<file path="config.mk">
export PLATFORM = sky130hd
export DESIGN_NAME = tx_gain_stepper
export DESIGN_NICKNAME = d
export VERILOG_FILES = /design/src/rtl/tgs_pkg.sv /design/src/rtl/tgs_sync.sv /design/src/rtl/tgs_tick.sv /design/src/rtl/tgs_arbiter.sv /design/src/rtl/tgs_gain_reg.sv /design/src/rtl/tx_gain_stepper.sv
export SDC_FILE = /design/constraint.sdc
export NUM_CORES = 1
export LEC_CHECK = 0
export BUFFER_PORTS_ARGS = -buffer_cell sky130_fd_sc_hd__buf_4
export CAP_MARGIN = 5
export CORE_ASPECT_RATIO = 1.1
export CORE_MARGIN = 5
export CORE_UTILIZATION = 60
export CTS_BUF_LIST = sky130_fd_sc_hd__clkbuf_2 sky130_fd_sc_hd__clkbuf_4 sky130_fd_sc_hd__clkbuf_8
export DETAILED_ROUTE_END_ITERATION = 12
export PLACE_DENSITY = 0.81
export SETUP_SLACK_MARGIN = 0.02
export SLEW_MARGIN = 0
export SYNTH_ARGS = -nofsm -noshare
export SYNTH_HDL_FRONTEND = slang
export SYNTH_SLANG_ARGS = --single-unit
</file>
<file path="constraint.sdc">
create_clock -name clk -period 4.85 [get_ports clk]
set_clock_uncertainty 0.2 [all_clocks]
set_input_delay 0.7275 -clock clk [delete_from_list [all_inputs] [get_ports clk]]
set_output_delay 0.7275 -clock clk [all_outputs]
set_load 0.01 [all_outputs]
</file>
<file path="src/rtl/tgs_pkg.sv">
package tgs_pkg;

  typedef enum logic [1:0] {
    STEP_HOLD = 2'd0,
    STEP_UP   = 2'd1,
    STEP_DOWN = 2'd2
  } step_e;

  typedef struct packed {
    logic above;
    logic below;
  } win_t;

endpackage

</file>
<file path="src/rtl/tgs_sync.sv">
module tgs_sync #(
  parameter int W      = 4,
  parameter int STAGES = 2
) (
  input  logic         clk,
  input  logic         rst_n,
  input  logic [W-1:0] d_i,
  output logic [W-1:0] q_o
);

  logic [W-1:0] stg_q [STAGES];

  genvar g;
  generate
    for (g = 0; g < STAGES; g++) begin : g_stage
      logic [W-1:0] stg_d;
      if (g == 0) begin : g_first
        assign stg_d = d_i;
      end else begin : g_next
        assign stg_d = stg_q[g-1];
      end
      always_ff @(posedge clk or negedge rst_n) begin
        if (!rst_n) stg_q[g] <= '0;
        else        stg_q[g] <= stg_d;
      end
    end
  endgenerate

  assign q_o = stg_q[STAGES-1];

endmodule

</file>
<file path="src/rtl/tgs_tick.sv">
module tgs_tick #(
  parameter int DIV = 3200
) (
  input  logic clk,
  input  logic rst_n,
  input  logic run_i,
  output logic tick_o
);

  localparam int CW = (DIV > 2) ? $clog2(DIV) : 1;
  localparam logic [CW-1:0] LAST = CW'(DIV - 1);

  logic [CW-1:0] cnt_q, cnt_d;
  logic          at_last;

  assign at_last = (cnt_q == LAST);
  assign tick_o  = run_i && at_last;

  always_comb begin
    cnt_d = cnt_q;
    if (!run_i)       cnt_d = '0;
    else if (at_last) cnt_d = '0;
    else              cnt_d = cnt_q + 1'b1;
  end

  always_ff @(posedge clk or negedge rst_n) begin
    if (!rst_n) cnt_q <= '0;
    else        cnt_q <= cnt_d;
  end

endmodule

</file>
<file path="src/rtl/tgs_arbiter.sv">
module tgs_arbiter
  import tgs_pkg::*;
(
  input  win_t  cur_i,
  input  win_t  vol_i,
  output step_e step_o
);

  always_comb begin
    step_o = STEP_HOLD;
    if (cur_i.above) begin
      step_o = STEP_DOWN;
    end else if (cur_i.below) begin
      if (vol_i.above)      step_o = STEP_DOWN;
      else if (vol_i.below) step_o = STEP_UP;
      else                  step_o = STEP_HOLD;
    end else begin
      step_o = STEP_HOLD;
    end
  end

endmodule

</file>
<file path="src/rtl/tgs_gain_reg.sv">
module tgs_gain_reg
  import tgs_pkg::*;
#(
  parameter int GW = 5
) (
  input  logic          clk,
  input  logic          rst_n,
  input  logic          active_i,
  input  logic          tick_i,
  input  step_e         step_i,
  output logic [GW-1:0] gain_o
);

  localparam logic [GW-1:0] GMAX = {GW{1'b1}};
  localparam logic [GW-1:0] GMID = GW'(1 << (GW - 1));

  logic [GW-1:0] gain_q, gain_d;

  always_comb begin
    gain_d = gain_q;
    if (!active_i) begin
      gain_d = GMID;
    end else if (tick_i) begin
      case (step_i)
        STEP_UP:   if (gain_q != GMAX) gain_d = gain_q + 1'b1;
        STEP_DOWN: if (gain_q != '0)   gain_d = gain_q - 1'b1;
        default:   gain_d = gain_q;
      endcase
    end
  end

  always_ff @(posedge clk or negedge rst_n) begin
    if (!rst_n) gain_q <= GMID;
    else        gain_q <= gain_d;
  end

  assign gain_o = gain_q;

endmodule

</file>
<file path="src/rtl/tx_gain_stepper.sv">
module tx_gain_stepper
  import tgs_pkg::*;
#(
  parameter int GW          = 5,
  parameter int TICK_DIV    = 3200,
  parameter int SYNC_STAGES = 2
) (
  input  logic          clk,
  input  logic          rst_n,
  input  logic          tx_mode,
  input  logic          vol_hi,
  input  logic          vol_lo,
  input  logic          cur_hi,
  input  logic          cur_lo,
  output logic [GW-1:0] gain_idx
);

  localparam int NFLAG = 4;

  logic [NFLAG-1:0] flags_raw, flags_s;
  logic             cur_hi_q, cur_lo_q, vol_hi_q, vol_lo_q;
  logic             upd_tick;
  win_t             cur_w, vol_w;
  step_e            step;

  assign flags_raw = {cur_hi, cur_lo, vol_hi, vol_lo};

  tgs_sync #(.W(NFLAG), .STAGES(SYNC_STAGES)) u_sync (
    .clk   (clk),
    .rst_n (rst_n),
    .d_i   (flags_raw),
    .q_o   (flags_s)
  );

  assign {cur_hi_q, cur_lo_q, vol_hi_q, vol_lo_q} = flags_s;
  assign cur_w = '{above: cur_hi_q, below: cur_lo_q};
  assign vol_w = '{above: vol_hi_q, below: vol_lo_q};

  tgs_tick #(.DIV(TICK_DIV)) u_tick (
    .clk    (clk),
    .rst_n  (rst_n),
    .run_i  (tx_mode),
    .tick_o (upd_tick)
  );

  tgs_arbiter u_arb (
    .cur_i  (cur_w),
    .vol_i  (vol_w),
    .step_o (step)
  );

  tgs_gain_reg #(.GW(GW)) u_gain (
    .clk      (clk),
    .rst_n    (rst_n),
    .active_i (tx_mode),
    .tick_i   (upd_tick),
    .step_i   (step),
    .gain_o   (gain_idx)
  );

endmodule

</file>
After elaboration in Yosys (flattened, before gate mapping)
Cells that the tools add are included.
{"block": "word_totals", "ff_bits": 25, "latch_bits": 0, "ramBits": 0, "mem_bits_ro": 0, "input_bits": 7, "output_inout_bits": 5, "word_cells": 29, "n_memories": 0}
{"block": "op_classes", "n_addsub": 3, "multipliers": 0, "div_mod_pow": 0, "magnitude_cmp": 0, "n_eq_ne": 8, "n_shift": 0, "mux": 11, "bitwise_logic": 0, "reduce_logical": 3}
{"op": "12-bit two-way mux", "count": 2}
{"op": "5-bit two-way mux", "count": 4}
{"op": "12-bit by 1-bit adder with 12-bit output (second input constant)", "count": 1}
{"op": "12-bit == test (second input constant)", "count": 1}
{"op": "5-bit one-hot mux with 2 select lines", "count": 1}
{"op": "2-bit two-way mux", "count": 3}
{"op": "3-bit by 2-bit inequality test with 1-bit output (second input constant)", "count": 2}
{"op": "5-bit by 1-bit adder with 5-bit output (second input constant)", "count": 1}
{"op": "5-bit inequality test (second input constant)", "count": 1}
{"op": "5-bit nonzero test", "count": 1}
{"op": "5-bit by 1-bit subtractor with 5-bit output (second input constant)", "count": 1}
{"op": "4-bit AND reduction", "count": 1}
{"op": "3-bit by 1-bit inequality test with 1-bit output (second input constant)", "count": 1}
{"op": "2-bit by 1-bit == test with 1-bit output (second input constant)", "count": 1}
{"op": "2-bit == test (second input constant)", "count": 1}
{"op": "2-bit by 1-bit inequality test with 1-bit output (second input constant)", "count": 1}
{"op": "1-bit logical AND", "count": 1}
{"op": "1-bit two-way mux", "count": 1}

Depth between registers and ports, before layout
Gate-level depths: netlist (run 1).
{"block": "depth", "ltp_word": 8, "depth_mapped": 8, "depth_no_buf": 8}

Cells and area by module
From an unflattened synthesis (run 1), not the netlist that was laid out.
{"block": "hier_totals", "cells_unflattened": 111, "area_unflattened_um2": 1227.4}
{"mod": "tgs_tick", "instances": 1, "cells_per_inst": 58, "area_each_um2": 600.6, "seq_area_each_um2": 300.3}
{"mod": "tgs_gain_reg", "instances": 1, "cells_per_inst": 43, "area_each_um2": 405.4, "seq_area_each_um2": 126.4}
{"mod": "tgs_sync", "instances": 1, "cells_per_inst": 8, "area_each_um2": 200.2, "seq_area_each_um2": 200.2}
{"mod": "tgs_arbiter", "instances": 1, "cells_per_inst": 2, "area_each_um2": 21.3, "seq_area_each_um2": 0.0}

Least setup slack after synthesis (run 1)
Ideal clock, no wire load.
{"block": "synth_path", "path_type": "reg2reg", "from": "register u_tick.cnt_q[9]", "to": "register u_gain.gain_q[2], in the netlist u_gain.gain_o[2]", "setup_ns": 0.140, "arrival_time_ns": 1.795, "required_time_ns": 4.510, "path_slack_ns": 2.715, "stages_incl_launch_ff": 6, "n_path_buf": 0, "synth_period_minus_slack_ns": 2.135, "cell_sequence": "dfrtp_1 or4b_4 o41ai_4 o21ai_1 a21oi_1 o22ai_1"}
{"block": "synth_via", "elab_chain_len": 4}
{"item": "start: declaration", "line_no": "tgs_tick.sv:13", "source": "logic [CW-1:0] cnt_q, cnt_d;"}
{"item": "start signal: assignment", "line_no": "tgs_tick.sv:28", "source": "else cnt_q <= cnt_d;"}
{"item": "12-bit == test", "line_no": "tgs_tick.sv:16", "source": "assign at_last = (cnt_q == LAST);"}
{"item": "1-bit logical AND", "line_no": "tgs_tick.sv:17", "source": "assign tick_o = run_i && at_last;"}
{"item": "2-bit by 1-bit inequality test with 1-bit output (no source line)"}
{"item": "4-bit AND reduction (no source line)"}
{"item": "end signal: assignment", "line_no": "tgs_gain_reg.sv:34", "source": "else gain_q <= gain_d;"}
{"item": "end: declaration", "line_no": "tgs_gain_reg.sv:17", "source": "logic [GW-1:0] gain_q, gain_d;"}
Every way passes these cells.
A chain may end at the register's enable or synchronous reset.

Worst setup path after layout (run 1)
{"block": "layout_path", "from": "register u_tick.cnt_q[0]", "to": "register u_gain.gain_q[2], in the netlist u_gain.gain_o[2]"}
Same word-level chain as after synthesis.

==> key figures, run 1 <==
Floorplanning
  • Ports: 12
  • Num rows: 16
  • Initial Util: 0.650
  • Die Area: 2960 µm²
  • Chip width: 52.4 µm
  • CORE AREA: 1820 µm²
  • Height of the die: 56.6 µm

Yosys
  • Mean post-synth cell area: 10.7 µm²
  • Commonest cells in the netlist: dfrtp_1, nor2_1, nand2_1, xnor2_1, inv_1
  • Synth unique cells: 38
  • Ys async rst share: 1.00
  • Top post-synthesis cells by area: dfrtp_1, xnor2_1, nor2_1, ha_1, xor2_1
  • Cell count after synthesis: 111
  • Top-count cell post-synth: dfrtp_1
  • Seq/Total Area, Yosys: 0.529
  • Area leader, netlist: dfrtp_1
  • Post-synth top flop: dfrtp_1
  • Flops & latches, synth: 25
  • Area share of the leading cell type in the synthesized netlist: 0.507
  • Synthesized area: 1180 µm²
  • YS warnings: 0
  • Syn nets: 121
  • EDFF count, synth: 0

Worst setup path
  • Reg2reg setup slack: 2430 ps
  • Slowest CP cell: o41ai_4
  • Reg-to-Reg Start: u_tick.cnt_q[0]$_DFF_PN0_
  • WS Path Type: flip-flop to flip-flop
  • Slowest Stage Delay on Critical Path: 630 ps
  • R2R cell count: 6
  • Critical Path Start Type: flip-flop
  • CP max FO: 9
  • Critical path required time: 4850 ps
  • Worst path cell trace: ha_1 > nand4_1 > o41ai_4 > o21ai_1 > a21oi_1 > o22ai_1
  • Reg2reg end: u_gain.gain_o[2]$_DFFE_PN0P_
  • Arrival time at the worst endpoint: 2420 ps
  • Crit. End Element: flip-flop

Final layout
  • Layout Nets: 135
  • Ant diodes: 0
  • Layout area overhead: 11.5%
  • Final std cell area, no fill: 1320 µm²
  • Share of cells above drive strength 1: 0.161
  • Final Non-Filler Cells: 151
  • Utilization after layout: 0.725

STA
  • TNS Setup: 0 ps
  • Worst-Margin Slew: 578 ps
  • Final worst setup slack: 2430 ps
  • RSZ-0062 raised after global routing: false
  • Post-layout min period: 2420 ps
  • Final Slew Violations: 0
  • Fin crit share: 0.500
  • Slew HR: 0.614
  • Worst hold slack: 85.9 ps
  • Fin. Hold Viols: 0
  • Max Fclk: 0.413 GHz
  • Final Setup Violations: 0

Pwr
  • Max VDD drop: 0.230 mV
  • Logic pwr share: 0.162
  • Sequential power share: 0.601
  • Tot Pwr: 384 µW
  • Pleak: 0.598 nW
  • PwrDens: 291 nW/µm²
  • Net Sw Power: 105 µW
  • Clock share of power: 0.237
  • Switching share of power: 0.274
  • Internal power: 279 µW

Global route
  • Gr usage total: 0.174
  • Largest net degree at the start of global routing: 26
  • Gr ovfl total: 0
  • First-pass GRT wire length: 3900 µm
  • Vias in the first global route: 887
  • Initial antenna violation count: 0

CTS
  • CTS tree: built
  • Sink Count: 25
  • CTS Hold Buffers Added: 0
  • Reg clk slew, reported paths: 130 ps
  • Num CTS Buffers: 3
  • Root buf cell: clkbuf_4
  • Clock buffer depth: 2
  • Worst-Skew Late Latency: 310 ps
  • Post-cts gate resize count: 0
  • Post-CTS Setup Bufs: 0
  • H-tree depth: 1

Detailed routing
  • Routed vias/inst: 5.87
  • WL per Instance: 14.8 µm
  • DRC Markers: 0
  • Via count: 887
  • Post-route ant nets: 0
  • Pre-Repair DR Iteration Count: 4
  • Final wirelength: 2230 µm
  • Drt first-iter violations: 16

Placement
  • Placed Area: 1290 µm²
  • Gpl congestion: 0.858
  • Placed wire-length estimate: 1660 µm
  • Place WS: 2440 ps
  • Port bufs: 11
  • DP Cell Count: 147

Job
  • # Max-Cap Violations: 0

Outcome
  • Status: finished clean

Min path
  • Worst Hold Class: input port to async pin
## worst max path at each step
| stage | end | start | slack [ps] |
|---|---|---|---|
| 2_1_floorplan | u_gain.gain_o[2]$_DFFE_PN0P_ | u_tick.cnt_q[9]$_DFF_PN0_ | 2710 |
| 3_3_place_gp | u_gain.gain_o[2]$_DFFE_PN0P_ | u_tick.cnt_q[9]$_DFF_PN0_ | 2570 |
| 3_5_place_dp | u_gain.gain_o[2]$_DFFE_PN0P_ | u_tick.cnt_q[9]$_DFF_PN0_ | 2440 |
| 4_1_cts | u_gain.gain_o[2]$_DFFE_PN0P_ | u_tick.cnt_q[9]$_DFF_PN0_ | 2430 |
| 5_1_grt | u_gain.gain_o[2]$_DFFE_PN0P_ | u_tick.cnt_q[9]$_DFF_PN0_ | 2240 |
| 6_report | u_gain.gain_o[2]$_DFFE_PN0P_ | u_tick.cnt_q[0]$_DFF_PN0_ | 2430 |
## power by group through the flow
stage | Clock, mW | Combinational, mW | Sequential (mW)
final | 0.0910 | 0.0621 | 0.231
after global routing | 0.106 | 0.0703 | 0.233
after CTS | 0.0951 | 0.0623 | 0.231
after detailed placement | 0 | 0.0621 | 0.235
after global placement | 0 | 0.0598 | 0.234
after floorplan | 0 | 0.0353 | 0.235
## kinds of logic after synthesis
kind of cell               after synthesis  share of synthesized area
muxes                                    1                    0.00845
xor gates and xnor gates                11                     0.0813
adders and majority gates                3                     0.0317
AOI/OAI and AO/OA                       19                      0.126
buffers and inverters                    7                     0.0222
and+or+nand+nor                         45                      0.202
DFF                                     25                      0.529
## layout by cell type (no fill, tap or decap), types with 2 or more instances in the layout
| cell | n |
|---|---|
| a31oi_1 | 2 |
| dfrtp_1 | 24 |
| nor2_1 | 16 |
| and3_1 | 2 |
| nor2b_1 | 2 |
| nand3_1 | 3 |
| xnor2_1 | 7 |
| a21oi_1 | 2 |
| buf_4 | 11 |
| inv_1 | 5 |
| clkbuf_4 | 3 |
| nor3_1 | 2 |
| nand4_1 | 4 |
| xor2_1 | 4 |
| o22ai_1 | 2 |
| nand2_1 | 7 |
| o21ai_0 | 3 |
| ha_1 | 3 |
## layout make-up
cell class | instances | area (µm²)
flip-flops and latches | 25 | 627
multi-input cells | 79 | 532
fillers | 123 | 500
repair buffers | 11 | 82.6
well taps | 27 | 33.8
clock buffers | 3 | 22.5
inverters | 5 | 18.8
clock inverters | 1 | 5.00
## worst max-delay path, delay by kind of cell (launching register included)
family                   cells  cell delay (ps)
flip-flops                   1              420
AND/OR/NAND/NOR              1              250
adder cells (fa/ha/maj)      1              220
AO/OA/AOI/OAI                4             1220
## layer usage
layer	track usage	wire length (µm)	up-vias	share of wire
li1	-	-	418	-
met1	0.221	981	441	0.44
met2	0.264	1130	24	0.51
met3	0.0450	83	4	0.037
met4	0.0949	31	0	0.014
met5	0	0	-	0
## state kept, by name (all words and copies together), names as in the netlist
name                  cells
u_tick.cnt_q             12
u_gain.gain_o             5
u_sync.g_stage.stg_d      4
u_sync.q_o                4
Note: power is estimated with default switching activity, not from simulation.
==> run 2: changes to the inputs <==
Settings changed: CORE_UTILIZATION 60 to 54, PLACE_DENSITY 0.81 to 0.77.
Clock period 4.85 ns to 1.99 ns, I/O delays scaled along.
==> key figures, run 2 (synthesis results as in run 1) <==
Placement
  • Placed wire-length estimate: 1780 µm (was 1660 µm)
  • Gpl congestion: 0.843 (was 0.858)
  • Placed Area: 1430 µm² (was 1290 µm²)
  • DP Cell Count: 165 (was 147)
  • Port bufs: 11 (unchanged)
  • Place WS: -136 ps (was 2440 ps)

STA
  • Final worst setup slack: -120 ps (was 2430 ps)
  • Post-layout min period: 2110 ps (was 2420 ps)
  • RSZ-0062 raised after global routing: true (was false)
  • Fin crit share: 1.06 (was 0.500)
  • Worst hold slack: 129 ps (was 85.9 ps)
  • Slew HR: 0.757 (was 0.614)
  • Max Fclk: 0.474 GHz (was 0.413 GHz)
  • Fin. Hold Viols: 0 (unchanged)
  • Final Setup Violations: 3 (was 0)
  • Final Slew Violations: 0 (unchanged)
  • Worst-Margin Slew: 363 ps (was 578 ps)

Job
  • # Max-Cap Violations: 0 (unchanged)

Final layout
  • Layout area overhead: 29.5% (was 11.5%)
  • Share of cells above drive strength 1: 0.279 (was 0.161)
  • Commonest non-fill, non-tap cell in the layout: buf_4 (was dfrtp_1)
  • Largest Register: u_tick.cnt_q (unchanged)
  • Max FFs per register: 12 (unchanged)
  • Final Non-Filler Cells: 175 (was 151)
  • Ant diodes: 0 (unchanged)
  • Utilization after layout: 0.751 (was 0.725)
  • Final std cell area, no fill: 1530 µm² (was 1320 µm²)
  • Most frequent cells in the layout: buf_4, dfrtp_1, nor2_1 (was dfrtp_1, nor2_1, buf_4)
  • Fill cells: 141 (was 123)
  • Layout Nets: 158 (was 135)

Global route
  • Vias in the first global route: 943 (was 887)
  • Initial antenna violation count: 0 (unchanged)
  • First-pass GRT wire length: 4300 µm (was 3900 µm)
  • Gr usage total: 0.182 (was 0.174)
  • Largest net degree at the start of global routing: 26 (unchanged)
  • Gr ovfl total: 0 (unchanged)

CTS
  • Sink Count: 25 (unchanged)
  • Root buf cell: clkbuf_4 (unchanged)
  • H-tree depth: 1 (unchanged)
  • Num CTS Buffers: 3 (unchanged)
  • Reg clk slew, reported paths: 150 ps (was 130 ps)
  • CTS tree: built (unchanged)
  • Clock buffer depth: 2 (unchanged)
  • Worst-Skew Late Latency: 320 ps (was 310 ps)

Detailed routing
  • DRC Markers: 0 (unchanged)
  • Pre-Repair DR Iteration Count: 4 (unchanged)
  • Routed vias/inst: 5.39 (was 5.87)
  • WL per Instance: 14.1 µm (was 14.8 µm)
  • Via count: 944 (was 887)
  • Drt first-iter violations: 12 (was 16)
  • Final wirelength: 2470 µm (was 2230 µm)
  • Post-route ant nets: 0 (unchanged)

Worst setup path
  • Critical path required time: 2050 ps (was 4850 ps)
  • Crit. End Element: flip-flop (unchanged)
  • Arrival time at the worst endpoint: 2170 ps (was 2420 ps)
  • WS Path Type: flip-flop to flip-flop (unchanged)
  • CP max FO: 3 (was 9)
  • Critical Path Start Type: flip-flop (unchanged)
  • Reg2reg setup slack: -120 ps (was 2430 ps)

Pwr
  • PwrDens: 651 nW/µm² (was 291 nW/µm²)
  • Max VDD drop: 0.625 mV (was 0.230 mV)
  • Pleak: 0.710 nW (was 0.598 nW)

Floorplanning
  • Height of the die: 59.1 µm (was 56.6 µm)
  • Initial Util: 0.580 (was 0.650)
  • Die Area: 3230 µm² (was 2960 µm²)
  • Chip width: 54.7 µm (was 52.4 µm)
  • Ports: 12 (unchanged)
  • CORE AREA: 2040 µm² (was 1820 µm²)
  • Num rows: 17 (was 16)

Outcome
  • Failing checks: setup timing
  • Status: finished, violations left (was finished clean)

Min path
  • Worst Hold Class: input port to flip-flop (was input port to async pin)
-- run 2: worst max-delay path, stage by stage, from the launching register on --
cell and delay (ps):
dfrtp_1 400, or4b_4 540, or4_4 440, o21bai_4 190, a22o_1 170, a31oi_1 130
-- run 2: path summary, 6_finish.rpt --
kind,start,endpoint,cells past startpoint
max,u_tick.cnt_q[9]$_DFF_PN0_,u_gain.gain_o[4]$_DFFE_PN1P_,5
min,tx_mode,u_gain.gain_o[4]$_DFFE_PN1P_,3
max reg2reg,u_tick.cnt_q[9]$_DFF_PN0_,u_gain.gain_o[4]$_DFFE_PN1P_,5
min reg2reg,u_sync.g_stage[1].stg_d[3]$_DFF_PN0_,u_sync.q_o[3]$_DFF_PN0_,0
max in group asynchronous,rst_n,u_gain.gain_o[4]$_DFFE_PN1P_,2
min in group asynchronous,rst_n,u_sync.q_o[0]$_DFF_PN0_,2
-- run 2: layer usage --
| metal | routed length [µm] | share of wire | track usage |
|---|---|---|---|
| met1 | 1110 | 0.45 | 0.244 |
| met2 | 1240 | 0.50 | 0.287 |
| met3 | 99 | 0.040 | 0.0428 |
| met4 | 27 | 0.011 | 0.0569 |
| met5 | 0 | 0 | 0 |
-- run 2: stage by stage --
step	total power [mW]	TNS, ps
floorplan	0.661	-272
CTS	1.00	-313
finish	0.998	-292
global placement	0.745	-110
global route	1.06	-695
detailed placement	0.751	-278
-- run 2: layout make-up --
cell class | count | area, µm² | share of cell area
Clock buffer | 4 | 30.0 | 0.0196
Inverter | 5 | 18.8 | 0.0122
Multi-Input combinational cell | 79 | 552 | 0.360
Sequential cell | 25 | 627 | 0.409
Tap cell | 28 | 35.0 | 0.0228
Timing Repair Buffer | 34 | 272 | 0.177
-- run 2: power by group --
| group | switching (mW) | internal, mW | total [mW] |
|---|---|---|---|
| Clock | 0.150 | 0.0918 | 0.242 |
| Combinational | 0.0932 | 0.100 | 0.193 |
| Sequential | 0.0296 | 0.534 | 0.563 |
-- run 2: what timing repair did --
action / CTS / global route
hold buffers: 5 / 0
endpoints found under the setup margin: 5 / 13
buffers inserted: 1 / 0
pin swaps: 0 / 0
resized for setup: 1 / 2
endpoints found under the hold margin: 29 / 0
==> run 3: changes to the inputs <==
Settings changed: CORE_ASPECT_RATIO 1.1 to not set, CORE_UTILIZATION 54 to 60, PLACE_DENSITY 0.77 to 0.81.
Clock period 1.99 ns to 2.5 ns, I/O delays scaled along.
==> key figures, run 3 (synthesis results as in run 1) <==
Outcome
  • Status: finished clean (was finished, violations left)

Worst setup path
  • Slowest Stage Delay on Critical Path: 420 ps (was 540 ps)
  • Slowest CP cell: dfrtp_1 (was or4b_4)
  • R2R cell count: 8 (was 5)
  • Arrival time at the worst endpoint: 2310 ps (was 2170 ps)
  • Critical Path Start Type: flip-flop (unchanged)
  • WS Path Type: flip-flop to flip-flop (unchanged)
  • Reg2reg setup slack: 250 ps (was -120 ps)
  • CP max FO: 5 (was 3)
  • Reg2reg end: u_gain.gain_o[4]$_DFFE_PN1P_ (unchanged)
  • Reg-to-Reg Start: u_sync.q_o[1]$_DFF_PN0_ (was u_tick.cnt_q[9]$_DFF_PN0_)
  • Crit. End Element: flip-flop (unchanged)
  • Critical path required time: 2560 ps (was 2050 ps)
  • Worst path cell trace: a21oi_1 > inv_1 > ha_1 > o31a_1 > nor3_1 > o21bai_1 > a22o_1 > a31oi_1 (was or4b_4 > or4_4 > o21bai_4 > a22o_1 > a31oi_1)

Placement
  • Port bufs: 11 (unchanged)
  • Placed Area: 1310 µm² (was 1430 µm²)
  • DP Cell Count: 149 (was 165)
  • Placed wire-length estimate: 1550 µm (was 1780 µm)
  • Gpl congestion: 0.874 (was 0.843)
  • Place WS: 289 ps (was -136 ps)

Final layout
  • Ant diodes: 0 (unchanged)
  • Largest Register: u_tick.cnt_q (unchanged)
  • Share of cells above drive strength 1: 0.168 (was 0.279)
  • Commonest non-fill, non-tap cell in the layout: dfrtp_1 (was buf_4)
  • Most frequent cells in the layout: dfrtp_1, nor2_1, buf_4 (was buf_4, dfrtp_1, nor2_1)
  • Final std cell area, no fill: 1390 µm² (was 1530 µm²)
  • Layout Nets: 142 (was 158)
  • Utilization after layout: 0.723 (was 0.751)
  • Layout area overhead: 17.3% (was 29.5%)
  • Fill cells: 135 (was 141)
  • Final Non-Filler Cells: 158 (was 175)
  • Max FFs per register: 12 (unchanged)

Floorplanning
  • Chip width: 54.4 µm (was 54.7 µm)
  • Num rows: 16 (was 17)
  • Ports: 12 (unchanged)
  • Height of the die: 54.4 µm (was 59.1 µm)
  • Initial Util: 0.617 (was 0.580)
  • Die Area: 2960 µm² (was 3230 µm²)
  • CORE AREA: 1920 µm² (was 2040 µm²)

Global route
  • Gr usage total: 0.184 (was 0.182)
  • GR Util met2: 0.297 (was 0.287)
  • Largest net degree at the start of global routing: 26 (unchanged)
  • Initial antenna violation count: 0 (unchanged)
  • M1 GR Usage: 0.248 (was 0.244)
  • Gr ovfl total: 0 (unchanged)
  • First-pass GRT wire length: 3840 µm (was 4300 µm)
  • Met3 GRT Util: 0.0518 (was 0.0428)
  • Busiest grt layer: met2 (unchanged)
  • Vias in the first global route: 824 (was 943)

Detailed routing
  • Via count: 881 (was 944)
  • Routed vias/inst: 5.58 (was 5.39)
  • Post-route ant nets: 0 (unchanged)
  • Drt first-iter violations: 31 (was 12)
  • DRC Markers: 0 (unchanged)
  • WL per Instance: 14.2 µm (was 14.1 µm)
  • Pre-Repair DR Iteration Count: 4 (unchanged)
  • Final wirelength: 2240 µm (was 2470 µm)

Min path
  • Hold path cells: 2 (was 3)
  • Worst Hold Class: input port to flip-flop (unchanged)
  • Worst Hold End: u_gain.gain_o[4]$_DFFE_PN1P_ (unchanged)
  • Hold Startpoint: tx_mode (unchanged)

STA
  • Max Fclk: 0.445 GHz (was 0.474 GHz)
  • Fin crit share: 0.900 (was 1.06)
  • Worst-Margin Slew: 473 ps (was 363 ps)
  • Final Setup Violations: 0 (was 3)
  • TNS Setup: 0 ps (was -292 ps)
  • Fin. Hold Viols: 0 (unchanged)
  • Worst hold slack: 109 ps (was 129 ps)
  • Post-layout min period: 2250 ps (was 2110 ps)
  • Final Slew Violations: 0 (unchanged)
  • Final worst setup slack: 251 ps (was -120 ps)
  • Slew HR: 0.682 (was 0.757)
  • RSZ-0062 raised after global routing: false (was true)

CTS
  • H-tree depth: 1 (unchanged)
  • CTS tree: built (unchanged)
  • Post-CTS Setup Bufs: 0 (was 1)
  • Sink Count: 25 (unchanged)
  • Num CTS Buffers: 3 (unchanged)
  • Clock buffer depth: 2 (unchanged)
  • Root buf cell: clkbuf_4 (unchanged)
  • Worst-Skew Late Latency: 330 ps (was 320 ps)
  • Reg clk slew, reported paths: 150 ps (about the same)

Pwr
  • Pleak: 0.629 nW (was 0.710 nW)
  • PwrDens: 555 nW/µm² (was 651 nW/µm²)
  • Max VDD drop: 0.628 mV (was 0.625 mV)
  • Tot Pwr: 772 µW (was 998 µW)

Job
  • # Max-Cap Violations: 0 (unchanged)
-- run 3: cell count changes in the layout (fill, tap and decap cells not counted) --
cell	previous run	this run
o21bai_4	1	0
clkbuf_4	4	3
buf_6	1	0
o21ai_0	1	3
nor3_2	1	0
inv_6	0	1
o21ai_2	1	0
o21ai_1	2	1
buf_4	28	13
nor3_1	1	2
o21bai_1	0	1
-- run 3: power breakdown --
| part | switching [mW] | internal (mW) |
|---|---|---|
| clock | 0.129 | 0.0652 |
| sequential | 0.0240 | 0.425 |
| combinational | 0.0664 | 0.0616 |
| total | 0.220 | 0.552 |
-- run 3: layout make-up --
class	count	area (µm²)	area share
Tap cell	27	33.8	0.0243
Clock buffer	3	22.5	0.0162
Multi-Input combinational cell	79	532	0.383
Timing Repair Buffer	18	148	0.106
Inverter	5	18.8	0.0135
Sequential cell	25	627	0.451
Clock inverter	1	8.76	0.00630
-- run 3: what timing repair did --
action                                 4_1_cts  5_1_grt
hold buffers                                 5        0
endpoints found under the hold margin       29        0
gates resized for setup                      0        0
-- run 3: worst max path at each step --
stage,endpoint,start,depth (start not counted)
finish,u_gain.gain_o[4]$_DFFE_PN1P_,u_sync.q_o[1]$_DFF_PN0_,8
CTS,u_gain.gain_o[4]$_DFFE_PN1P_,u_tick.cnt_q[9]$_DFF_PN0_,5
detailed placement,u_gain.gain_o[4]$_DFFE_PN1P_,u_tick.cnt_q[9]$_DFF_PN0_,5
global route,u_gain.gain_o[4]$_DFFE_PN1P_,u_sync.q_o[1]$_DFF_PN0_,8
floorplan,u_gain.gain_o[2]$_DFFE_PN0P_,u_tick.cnt_q[9]$_DFF_PN0_,5
global placement,u_gain.gain_o[4]$_DFFE_PN1P_,u_tick.cnt_q[9]$_DFF_PN0_,5
-- run 3: per-layer routing --
metal	up-vias	wire length, µm
li1	428	-
met1	427	1000
met2	24	1110
met3	2	124
met4	0	10
met5	-	0
-- run 3: worst max-delay path: cells and delay by family (launching register included) --
family,cells,cell delay (ps)
fa+ha+maj,1,360
flops,1,420
buf+inv,1,160
simple gates,1,130
compound gates,5,910
